$ cat config.mk
export PLATFORM = sky130hd
export DESIGN_NAME = dup_load_queue
export DESIGN_NICKNAME = d
export VERILOG_FILES = /design/src/rtl/dlq_pkg.sv /design/src/rtl/dlq_ring.sv /design/src/rtl/dlq_match.sv /design/src/rtl/dup_load_queue.sv
export SDC_FILE = /design/constraint.sdc
export NUM_CORES = 1
export LEC_CHECK = 0
export ABC_AREA = 1
export BUFFER_PORTS_ARGS = -buffer_cell sky130_fd_sc_hd__buf_4
export CORE_AREA = 4 4 152 154
export CTS_CLUSTER_SIZE = 30
export DETAILED_ROUTE_END_ITERATION = 10
export DIE_AREA = 0 0 156 158
export PLACE_DENSITY = 0.75
export SLEW_MARGIN = 15
export SYNTH_ARGS = -nofsm -noshare
export SYNTH_HDL_FRONTEND = slang
export SYNTH_SLANG_ARGS = --single-unit
$ cat constraint.sdc
create_clock -name clk -period 2.1 [get_ports clk]
set_input_delay 0.315 -clock clk [delete_from_list [all_inputs] [get_ports clk]]
set_output_delay 0.315 -clock clk [all_outputs]
set_load 0.02 [all_outputs]
$ cat src/rtl/dlq_pkg.sv
// Package: shared constants for the duplicated-load bypass queue.
// Assumes: one version bit per load copy; 0 marks the copy that reads memory.
package dlq_pkg;
    localparam logic VER_ORIG = 1'b0;
    localparam logic VER_DUP  = 1'b1;
endpackage

$ cat src/rtl/dlq_ring.sv
// Module: circular slot store with separate claim, fill and release pointers.
// Assumes: alloc never asserted when full; fill only for a claimed, unfilled
// slot (memory answers in order); free only when the head slot is filled.
module dlq_ring #(
    parameter int DEPTH = 4,
    parameter int AW    = 16,
    parameter int DW    = 32
) (
    input  logic          clk,
    input  logic          rst_n,
    input  logic          alloc,
    input  logic [AW-1:0] alloc_addr,
    input  logic          fill,
    input  logic [DW-1:0] fill_data,
    input  logic          free,
    output logic          full,
    output logic          empty,
    output logic          head_ready,
    output logic [AW-1:0] head_addr,
    output logic [DW-1:0] head_data
);
    localparam int PW = (DEPTH > 1) ? $clog2(DEPTH) : 1;
    localparam int CW = $clog2(DEPTH + 1);
    localparam logic [PW-1:0] LAST = PW'(DEPTH - 1);

    logic [AW-1:0] slot_addr [DEPTH];
    logic [DW-1:0] slot_data [DEPTH];
    logic [DEPTH-1:0] slot_dv;
    logic [PW-1:0] wr_ptr, fl_ptr, rd_ptr;
    logic [CW-1:0] count;

    function automatic logic [PW-1:0] step(input logic [PW-1:0] p);
        return (p == LAST) ? '0 : p + 1'b1;
    endfunction

    // Slot contents: claim records the address, fill records data, release clears.
    always_ff @(posedge clk) begin
        for (int i = 0; i < DEPTH; i++) begin
            if (!rst_n) begin
                slot_addr[i] <= '0;
                slot_data[i] <= '0;
                slot_dv[i]   <= 1'b0;
            end else begin
                if (alloc && wr_ptr == PW'(i)) begin
                    slot_addr[i] <= alloc_addr;
                    slot_dv[i]   <= 1'b0;
                end
                if (fill && fl_ptr == PW'(i)) begin
                    slot_data[i] <= fill_data;
                    slot_dv[i]   <= 1'b1;
                end
                if (free && rd_ptr == PW'(i)) begin
                    slot_dv[i] <= 1'b0;
                end
            end
        end
    end

    // Pointer and occupancy bookkeeping in FIFO order.
    always_ff @(posedge clk) begin
        if (!rst_n) begin
            wr_ptr <= '0;
            fl_ptr <= '0;
            rd_ptr <= '0;
            count  <= '0;
        end else begin
            if (alloc) wr_ptr <= step(wr_ptr);
            if (fill)  fl_ptr <= step(fl_ptr);
            if (free)  rd_ptr <= step(rd_ptr);
            count <= count + CW'(alloc) - CW'(free);
        end
    end

    // Head view and occupancy flags.
    always_comb begin
        full       = (count == CW'(DEPTH));
        empty      = (count == '0);
        head_ready = slot_dv[rd_ptr] && !empty;
        head_addr  = slot_addr[rd_ptr];
        head_data  = slot_data[rd_ptr];
    end

    p_alloc_not_full_r9: assert property (@(posedge clk) disable iff (!rst_n)
        alloc |-> !full);
    p_count_bound_r9: assert property (@(posedge clk) disable iff (!rst_n)
        count <= CW'(DEPTH));
    p_free_filled_r7: assert property (@(posedge clk) disable iff (!rst_n)
        free |-> slot_dv[rd_ptr]);
    p_fill_outstanding_r3: assert property (@(posedge clk) disable iff (!rst_n)
        fill |-> (!empty && !slot_dv[fl_ptr]));
endmodule

$ cat src/rtl/dlq_match.sv
// Module: response register and address comparator with sticky fault.
// Assumes: fill and take_dup are never high together (the top stalls the
// duplicate on a memory return).
module dlq_match #(
    parameter int AW = 16,
    parameter int DW = 32
) (
    input  logic          clk,
    input  logic          rst_n,
    input  logic          fill,
    input  logic [DW-1:0] fill_data,
    input  logic          take_dup,
    input  logic [AW-1:0] dup_addr,
    input  logic [AW-1:0] head_addr,
    input  logic [DW-1:0] head_data,
    output logic          rsp_valid,
    output logic          rsp_ver,
    output logic [DW-1:0] rsp_data,
    output logic          fault
);
    import dlq_pkg::*;

    logic mismatch;

    // Address comparison for the duplicate being served.
    always_comb mismatch = take_dup && (dup_addr != head_addr);

    // Registered response: memory return for originals, bypass for duplicates.
    always_ff @(posedge clk) begin
        if (!rst_n) begin
            rsp_valid <= 1'b0;
            rsp_ver   <= VER_ORIG;
            rsp_data  <= '0;
        end else begin
            rsp_valid <= fill || take_dup;
            rsp_ver   <= take_dup ? VER_DUP : VER_ORIG;
            rsp_data  <= take_dup ? head_data : fill_data;
        end
    end

    // Sticky fault flag, cleared only by reset.
    always_ff @(posedge clk) begin
        if (!rst_n) fault <= 1'b0;
        else        fault <= fault || mismatch;
    end

    p_one_source_r8: assert property (@(posedge clk) disable iff (!rst_n)
        !(fill && take_dup));
    p_fault_sticky_r10: assert property (@(posedge clk) disable iff (!rst_n)
        fault |=> fault);
    p_match_clean_r12: assert property (@(posedge clk) disable iff (!rst_n)
        (take_dup && dup_addr == head_addr && !fault) |=> !fault);
endmodule

$ cat src/rtl/dup_load_queue.sv
// Module: top of the duplicated-load bypass queue.
// Originals read memory and claim a slot. Duplicates are served from the
// oldest filled slot, and their addresses are compared with the recorded one.
// Assumes: memory answers reads in request order, one per cycle at most.
module dup_load_queue #(
    parameter int DEPTH = 4,
    parameter int AW    = 16,
    parameter int DW    = 32
) (
    input  logic          clk,
    input  logic          rst_n,
    input  logic          ld_valid,
    input  logic          ld_ver,
    input  logic [AW-1:0] ld_addr,
    output logic          ld_ready,
    output logic          rsp_valid,
    output logic          rsp_ver,
    output logic [DW-1:0] rsp_data,
    output logic          mem_req_valid,
    input  logic          mem_req_ready,
    output logic [AW-1:0] mem_req_addr,
    input  logic          mem_rsp_valid,
    input  logic [DW-1:0] mem_rsp_data,
    output logic          fault
);
    import dlq_pkg::*;

    logic full, empty, head_ready;
    logic [AW-1:0] head_addr;
    logic [DW-1:0] head_data;
    logic orig_req, dup_req, dup_ok, alloc, take_dup;

    // Handshake steering: originals to memory, duplicates to the bypass.
    always_comb begin
        orig_req      = ld_valid && (ld_ver == VER_ORIG);
        dup_req       = ld_valid && (ld_ver == VER_DUP);
        mem_req_valid = orig_req && !full;
        mem_req_addr  = ld_addr;
        alloc         = mem_req_valid && mem_req_ready;
        dup_ok        = head_ready && !mem_rsp_valid;
        take_dup      = dup_req && dup_ok;
        ld_ready      = (ld_ver == VER_DUP) ? dup_ok : (!full && mem_req_ready);
    end

    dlq_ring #(.DEPTH(DEPTH), .AW(AW), .DW(DW)) u_ring (
        .clk        (clk),
        .rst_n      (rst_n),
        .alloc      (alloc),
        .alloc_addr (ld_addr),
        .fill       (mem_rsp_valid),
        .fill_data  (mem_rsp_data),
        .free       (take_dup),
        .full       (full),
        .empty      (empty),
        .head_ready (head_ready),
        .head_addr  (head_addr),
        .head_data  (head_data)
    );

    dlq_match #(.AW(AW), .DW(DW)) u_match (
        .clk       (clk),
        .rst_n     (rst_n),
        .fill      (mem_rsp_valid),
        .fill_data (mem_rsp_data),
        .take_dup  (take_dup),
        .dup_addr  (ld_addr),
        .head_addr (head_addr),
        .head_data (head_data),
        .rsp_valid (rsp_valid),
        .rsp_ver   (rsp_ver),
        .rsp_data  (rsp_data),
        .fault     (fault)
    );

    p_dup_no_mem_r4: assert property (@(posedge clk) disable iff (!rst_n)
        (ld_valid && ld_ver == VER_DUP) |-> !mem_req_valid);
    p_dup_wait_empty_r7: assert property (@(posedge clk) disable iff (!rst_n)
        empty |-> !take_dup);
endmodule

; Word level (Yosys, flattened, before mapping)
; Memories as Yosys holds them, arrays and structs flattened. A register that Yosys moved wholly into a read port is not among the register bits.
; Index checks and enable logic that the tools add are counted.
[op_classes]
addsub = 5
multipliers = 0
div_mod_pow = 0
magnitude_cmp = 1
n_eq_ne = 11
shift = 0
n_mux = 53
n_bitwise = 10
n_reduce_logical = 38
[ops]
columns = op, count
row1 = 32-bit two-way mux, 5
row2 = 16-bit two-way mux, 4
row3 = 1-bit two-way mux, 36
row4 = 1-bit logical AND, 21
row5 = 16-bit inequality test, 1
row6 = 2-bit two-way mux, 7
row7 = 2-bit equality test (second input constant), 6
row8 = 1-bit OR, 8
row9 = 2-bit nonzero test, 4
row10 = 2-bit OR reduction, 4
row11 = 2-bit by 1-bit adder with 2-bit output (second input constant), 3
row12 = 2-bit by 1-bit equality test with 1-bit output (second input constant), 3
row13 = 2-bit zero test, 3
row14 = 3-bit by 1-bit adder with 3-bit output, 1
row15 = 3-bit equality test (second input constant), 1
row16 = 1-bit zero test, 3
row17 = 3-bit zero test, 1
row18 = 2-bit by 3-bit < comparator with 1-bit output (second input constant), 1
row19 = 3-bit by 1-bit subtractor with 3-bit output, 1
row20 = 1-bit binary-select mux with 2-bit select, 1
row21 = 1-bit logical OR, 2
row22 = 1-bit NOT, 2
[totals]
ff_bits = 48
latchBits = 0
ramBits = 192
romBits = 0
out_inout_bits = 53
elab_cells = 132
mem_count = 2
[mem_list]
columns = name, words, width, rd, rd_ports_with_merged_regs, wr, line
row1 = u_ring.slot_data, 4, 32, 1, 1, 4, dlq_ring.sv:27  ; logic [DW-1:0] slot_data [DEPTH];
row2 = u_ring.slot_addr, 4, 16, 1, 1, 4, dlq_ring.sv:26  ; logic [AW-1:0] slot_addr [DEPTH];

; Depth between registers and ports, before layout
[logic_depth]
depth_word = 9
depth_mapped = 15
depth_no_buf = 13

; Modules after synthesis
; From an unflattened synthesis, not the netlist that was laid out.
[unflattened]
hier_cells = 1155
area_unflattened_um2 = 10887.9
[modules_own_cells]
columns = module, n_inst, cells_each, area_per_inst_um2
row1 = dlq_ring, 1, 888, 9180.1
row2 = dlq_match, 1, 238, 1536.5
row3 = dup_load_queue, 1, 29, 171.4

; Worst setup path after synthesis
; OpenSTA, ideal clock, no wires.
[synth_timing]
path_type = in2reg
startpoint = input mem_rsp_valid
endpoint = register u_ring.count[2]
arrival_ns = 1.975
slack_ns = 0.005
cell_stages = 10
path_buffers = 2
path_cell_list = buf_2 nor3_2 nand3_2 buf_2 xnor2_1 ha_1 inv_1 fa_1 o21ai_0 a21oi_1
[synth_via]
elab_chain_len = 4
[synth_rtl]
columns = item, line
row1 = from (decl), dup_load_queue.sv:22  ; input logic mem_rsp_valid,
row2 = 1-bit zero test, dup_load_queue.sv:40  ; dup_ok = head_ready && !mem_rsp_valid;
row3 = 1-bit logical AND, dup_load_queue.sv:40
row4 = 1-bit logical AND, dup_load_queue.sv:41  ; take_dup = dup_req && dup_ok;
row5 = 3-bit by 1-bit subtractor with 3-bit output, dlq_ring.sv:70  ; count <= count + CW'(alloc) - CW'(free);
row6 = to (signal assigned), dlq_ring.sv:70
row7 = to (decl), dlq_ring.sv:30  ; logic [CW-1:0] count;
; No other way between the ends.
; A chain may end at the register's enable or synchronous reset.

==> results_dict.tcl <==
set metrics [dict create \
    routedWlPerCell_um 16.9 \
    max_slew.worst_pin.slew_ns 0.474 \
    final_layout_size_suffix_gt1_frac 0.181 \
    drt_iter0_drc 611 \
    cts.reportedPaths.clkPinSlew_ns 0.06 \
    cp_data_required_time_ns 2.53 \
    setup_violations 0 \
    finalCriticalPeriod_ns 1.98 \
    grt_pass1_wl_um 39200 \
    cts-htree-levels 1 \
    syn_avg_cell_area_um2 9.97 \
    port_buffers 106 \
    worstPathArrival_ns 2.41 \
    slew_headroom 0.684 \
    place_hpwl_um 14900 \
    cp-end-kind "flip-flop" \
    cts_tree "yes" \
    final_core_util 0.580 \
    clock-root-buffer "clkbuf_16" \
    drt_wl_total_um 24700 \
    io-pin-count 107 \
    grt_remaining_overflow 0 \
    ir_drop_v 0.000720 \
    track_usage 0.198 \
    swShare 0.228 \
    max-clock-path-buffers 3 \
    gp_congestion 0.827 \
    maxCapViolCount 0 \
    hold_violations 0 \
    netlist-cell-type-count 32 \
    start_util 0.495 \
    path_max_fanout 39 \
    cts_made_buffers 25 \
    hold_path_class "primary input to flip-flop" \
    core_um2 21700 \
    p_switching_mw 2.44 \
    internal_power_mw 8.23 \
    skew_ns 0.0156 \
    yosys_register_bits 242 \
    die_w_um 156 \
    dieArea_um2 24600 \
    synth_area_um2 10700 \
    clkPwrFrac 0.398 \
    rows 54 \
    vias 7901 \
    hold_buffers 0 \
    drtPass1Iterations 5 \
    wl_met2_um 12400 \
    worst-setup-path-type "flip-flop to flip-flop" \
    nNetsFinal 1236 \
    grt_max_degree 49 \
    leakage_nw 5.40 \
    grt_pass1_vias 7631 \
    antenna_found_initial 0 \
    critPathLaunchType "flip-flop" \
    maxSlewViolCount 0 \
    area_delta_synth_final_pct 17.3 \
    top_layer_used "met4" \
    drc_errors 0 \
    clk_latency_ns 0.52 \
    seq_area_frac_synth 0.631 \
    netlist_instances 1076 \
    outcome "finished, final reports clean" \
    antenna_cells 0 \
    placed_area_um2 11800 \
    p_comb_frac 0.084 \
    pwr-share-seq 0.519 \
    fmax_mhz 505 \
    drt-met1-wl_um 10300 \
    dr_wl_met3_um 1650 \
    tns_ns 0 \
    finish.instance_area_um2 12600 \
    cts_setup_buffers 0 \
    clkSinkCount 242 \
    final.period_utilization 0.943 \
    holdWs_ns 0.113 \
    via_per_inst 5.39 \
    synth_fp_nets 1144 \
    ant_nets 0 \
    yosysWarnings 0 \
    die_h_um 158 \
    power_density_nw_per_um2 848 \
    rsz0062_at_grt "yes" \
]
-- final cells by class --
| class | instances | area (um^2) |
|---|---|---|
| well taps | 280 | 350 |
| clock inverters | 20 | 148 |
| fillers | 1825 | 9110 |
| repair buffers | 142 | 1190 |
| clock buffers | 26 | 639 |
| flip-flops and latches | 242 | 6770 |
| inverters | 71 | 279 |
| multi-input cells | 686 | 3200 |
-- routing by layer --
layer | vias to the layer above | global-route usage
met3 | 32 | 0.0284
met2 | 304 | 0.341
li1 | 3796 | -
met5 | - | 0
met1 | 3769 | 0.264
met4 | 0 | 0.0529
-- through the flow --
step	power, mW	worst slack (ns)	instances
after global routing	11.0	-0.0103	1467
final	10.7	0.120	1467
after global placement	6.50	0.142	1421
after floorplan	6.15	0.00468	1076
after detailed placement	6.53	0.129	1421
after CTS	10.7	0.108	1467
-- cells in the mapped netlist --
master      n  area, um^2
buf_1       1        3.75
fa_1        1        20.0
nor3_2      1        10.0
o22ai_1    32         200
o21ai_0    70         350
inv_6       1        8.76
nand3_1    46         230
nand3_2     9        90.1
ha_1       13         163
nand2_1   147         552
inv_8       1        11.3
nor2_2      1        6.26
dfxtp_1    50        1000
nor2_1    271        1020
nand3_4     4        70.1
o22ai_2     1        12.5
inv_1      66         248
xor2_1      1        8.76
buf_6       8        90.1
xnor2_1     2        17.5
o21ai_1    33         165
nor3_1      1        5.00
o31ai_2     1        12.5
clkinv_1    1        3.75
buf_4      23         173
inv_2       2        7.51
a21oi_1    42         210
buf_2      22         110
clkbuf_1   22        82.6
nand2_2    10        62.6
edfxtp_1  192        5770
buf_12      1        20.0
-- final timing paths --
path / startpoint / to / slack [ns] / depth (start not counted)
max: u_ring.rd_ptr[0]$_SDFFE_PN0P_ / flip-flop / 0.12 / 8
min: mem_rsp_data[18] / u_match.rsp_data[18]$_SDFF_PN0_ / 0.11 / 3
max reg2reg: u_ring.rd_ptr[0]$_SDFFE_PN0P_ / flip-flop / 0.12 / 8
min reg2reg: u_match.fault$_SDFF_PN0_ / u_match.fault$_SDFF_PN0_ / 0.46 / 2
-- kinds of logic after synthesis --
logic type / count (synthesis) / share of synthesized area
AND/OR/NAND/NOR: 490 / 0.190
flip-flops: 242 / 0.631
AO/OA/AOI/OAI: 179 / 0.0886
buffers and inverters: 148 / 0.0707
adder cells (fa/ha/maj): 14 / 0.0170
XOR/XNOR: 3 / 0.00245
-- power groups by stage --
stage | Sequential, mW | Clock, mW | Combinational [mW]
after global placement | 5.62 | 0 | 0.881
after global routing | 5.55 | 4.49 | 0.986
final | 5.53 | 4.24 | 0.893
after CTS | 5.53 | 4.29 | 0.901
after detailed placement | 5.63 | 0 | 0.897
after floorplan | 5.66 | 0 | 0.486
-- registers in the layout, indices dropped and copies added (netlist names), named ones only --
name	cells
u_ring.slot_data	128
u_ring.count	3
u_match.rsp_data	32
u_match.fault	1
u_ring.slot_dv	4
u_ring.fl_ptr	2
u_ring.slot_addr	64
u_match.rsp_valid	1
u_ring.wr_ptr	2
u_match.rsp_ver	1
u_ring.rd_ptr	2
-- worst max-delay path: stages, from the launching register on --
cell     delay, ns
dfxtp_2       0.36
inv_2         0.07
o21ai_1       0.19
o22ai_2       0.11
nand3_2       0.12
buf_4         0.42
buf_4         0.37
nand2_1       0.11
a21oi_1       0.14
-- placed cells by master (no fill, tap or decap), types with 2 or more instances in the layout --
master / instances
o22ai_1: 32
buf_12: 10
dfxtp_2: 2
nand3_2: 9
buf_4: 132
nor2_1: 271
clkinv_1: 8
nand3_4: 4
edfxtp_1: 192
inv_2: 3
ha_1: 13
dfxtp_1: 48
bufinv_16: 2
inv_1: 65
o21ai_1: 33
o21ai_0: 70
xnor2_1: 2
nand2_2: 10
clkinv_2: 9
a21oi_1: 42
inv_6: 2
clkbuf_16: 25
nand2_1: 147
nand3_1: 46
-- timing repair --
action | in CTS | in global routing
hold endpoints to repair | 0 | 0
gates resized for setup | 0 | 2
setup endpoints to repair | 0 | 4
No activity file was read; power rests on OpenSTA's default activity.
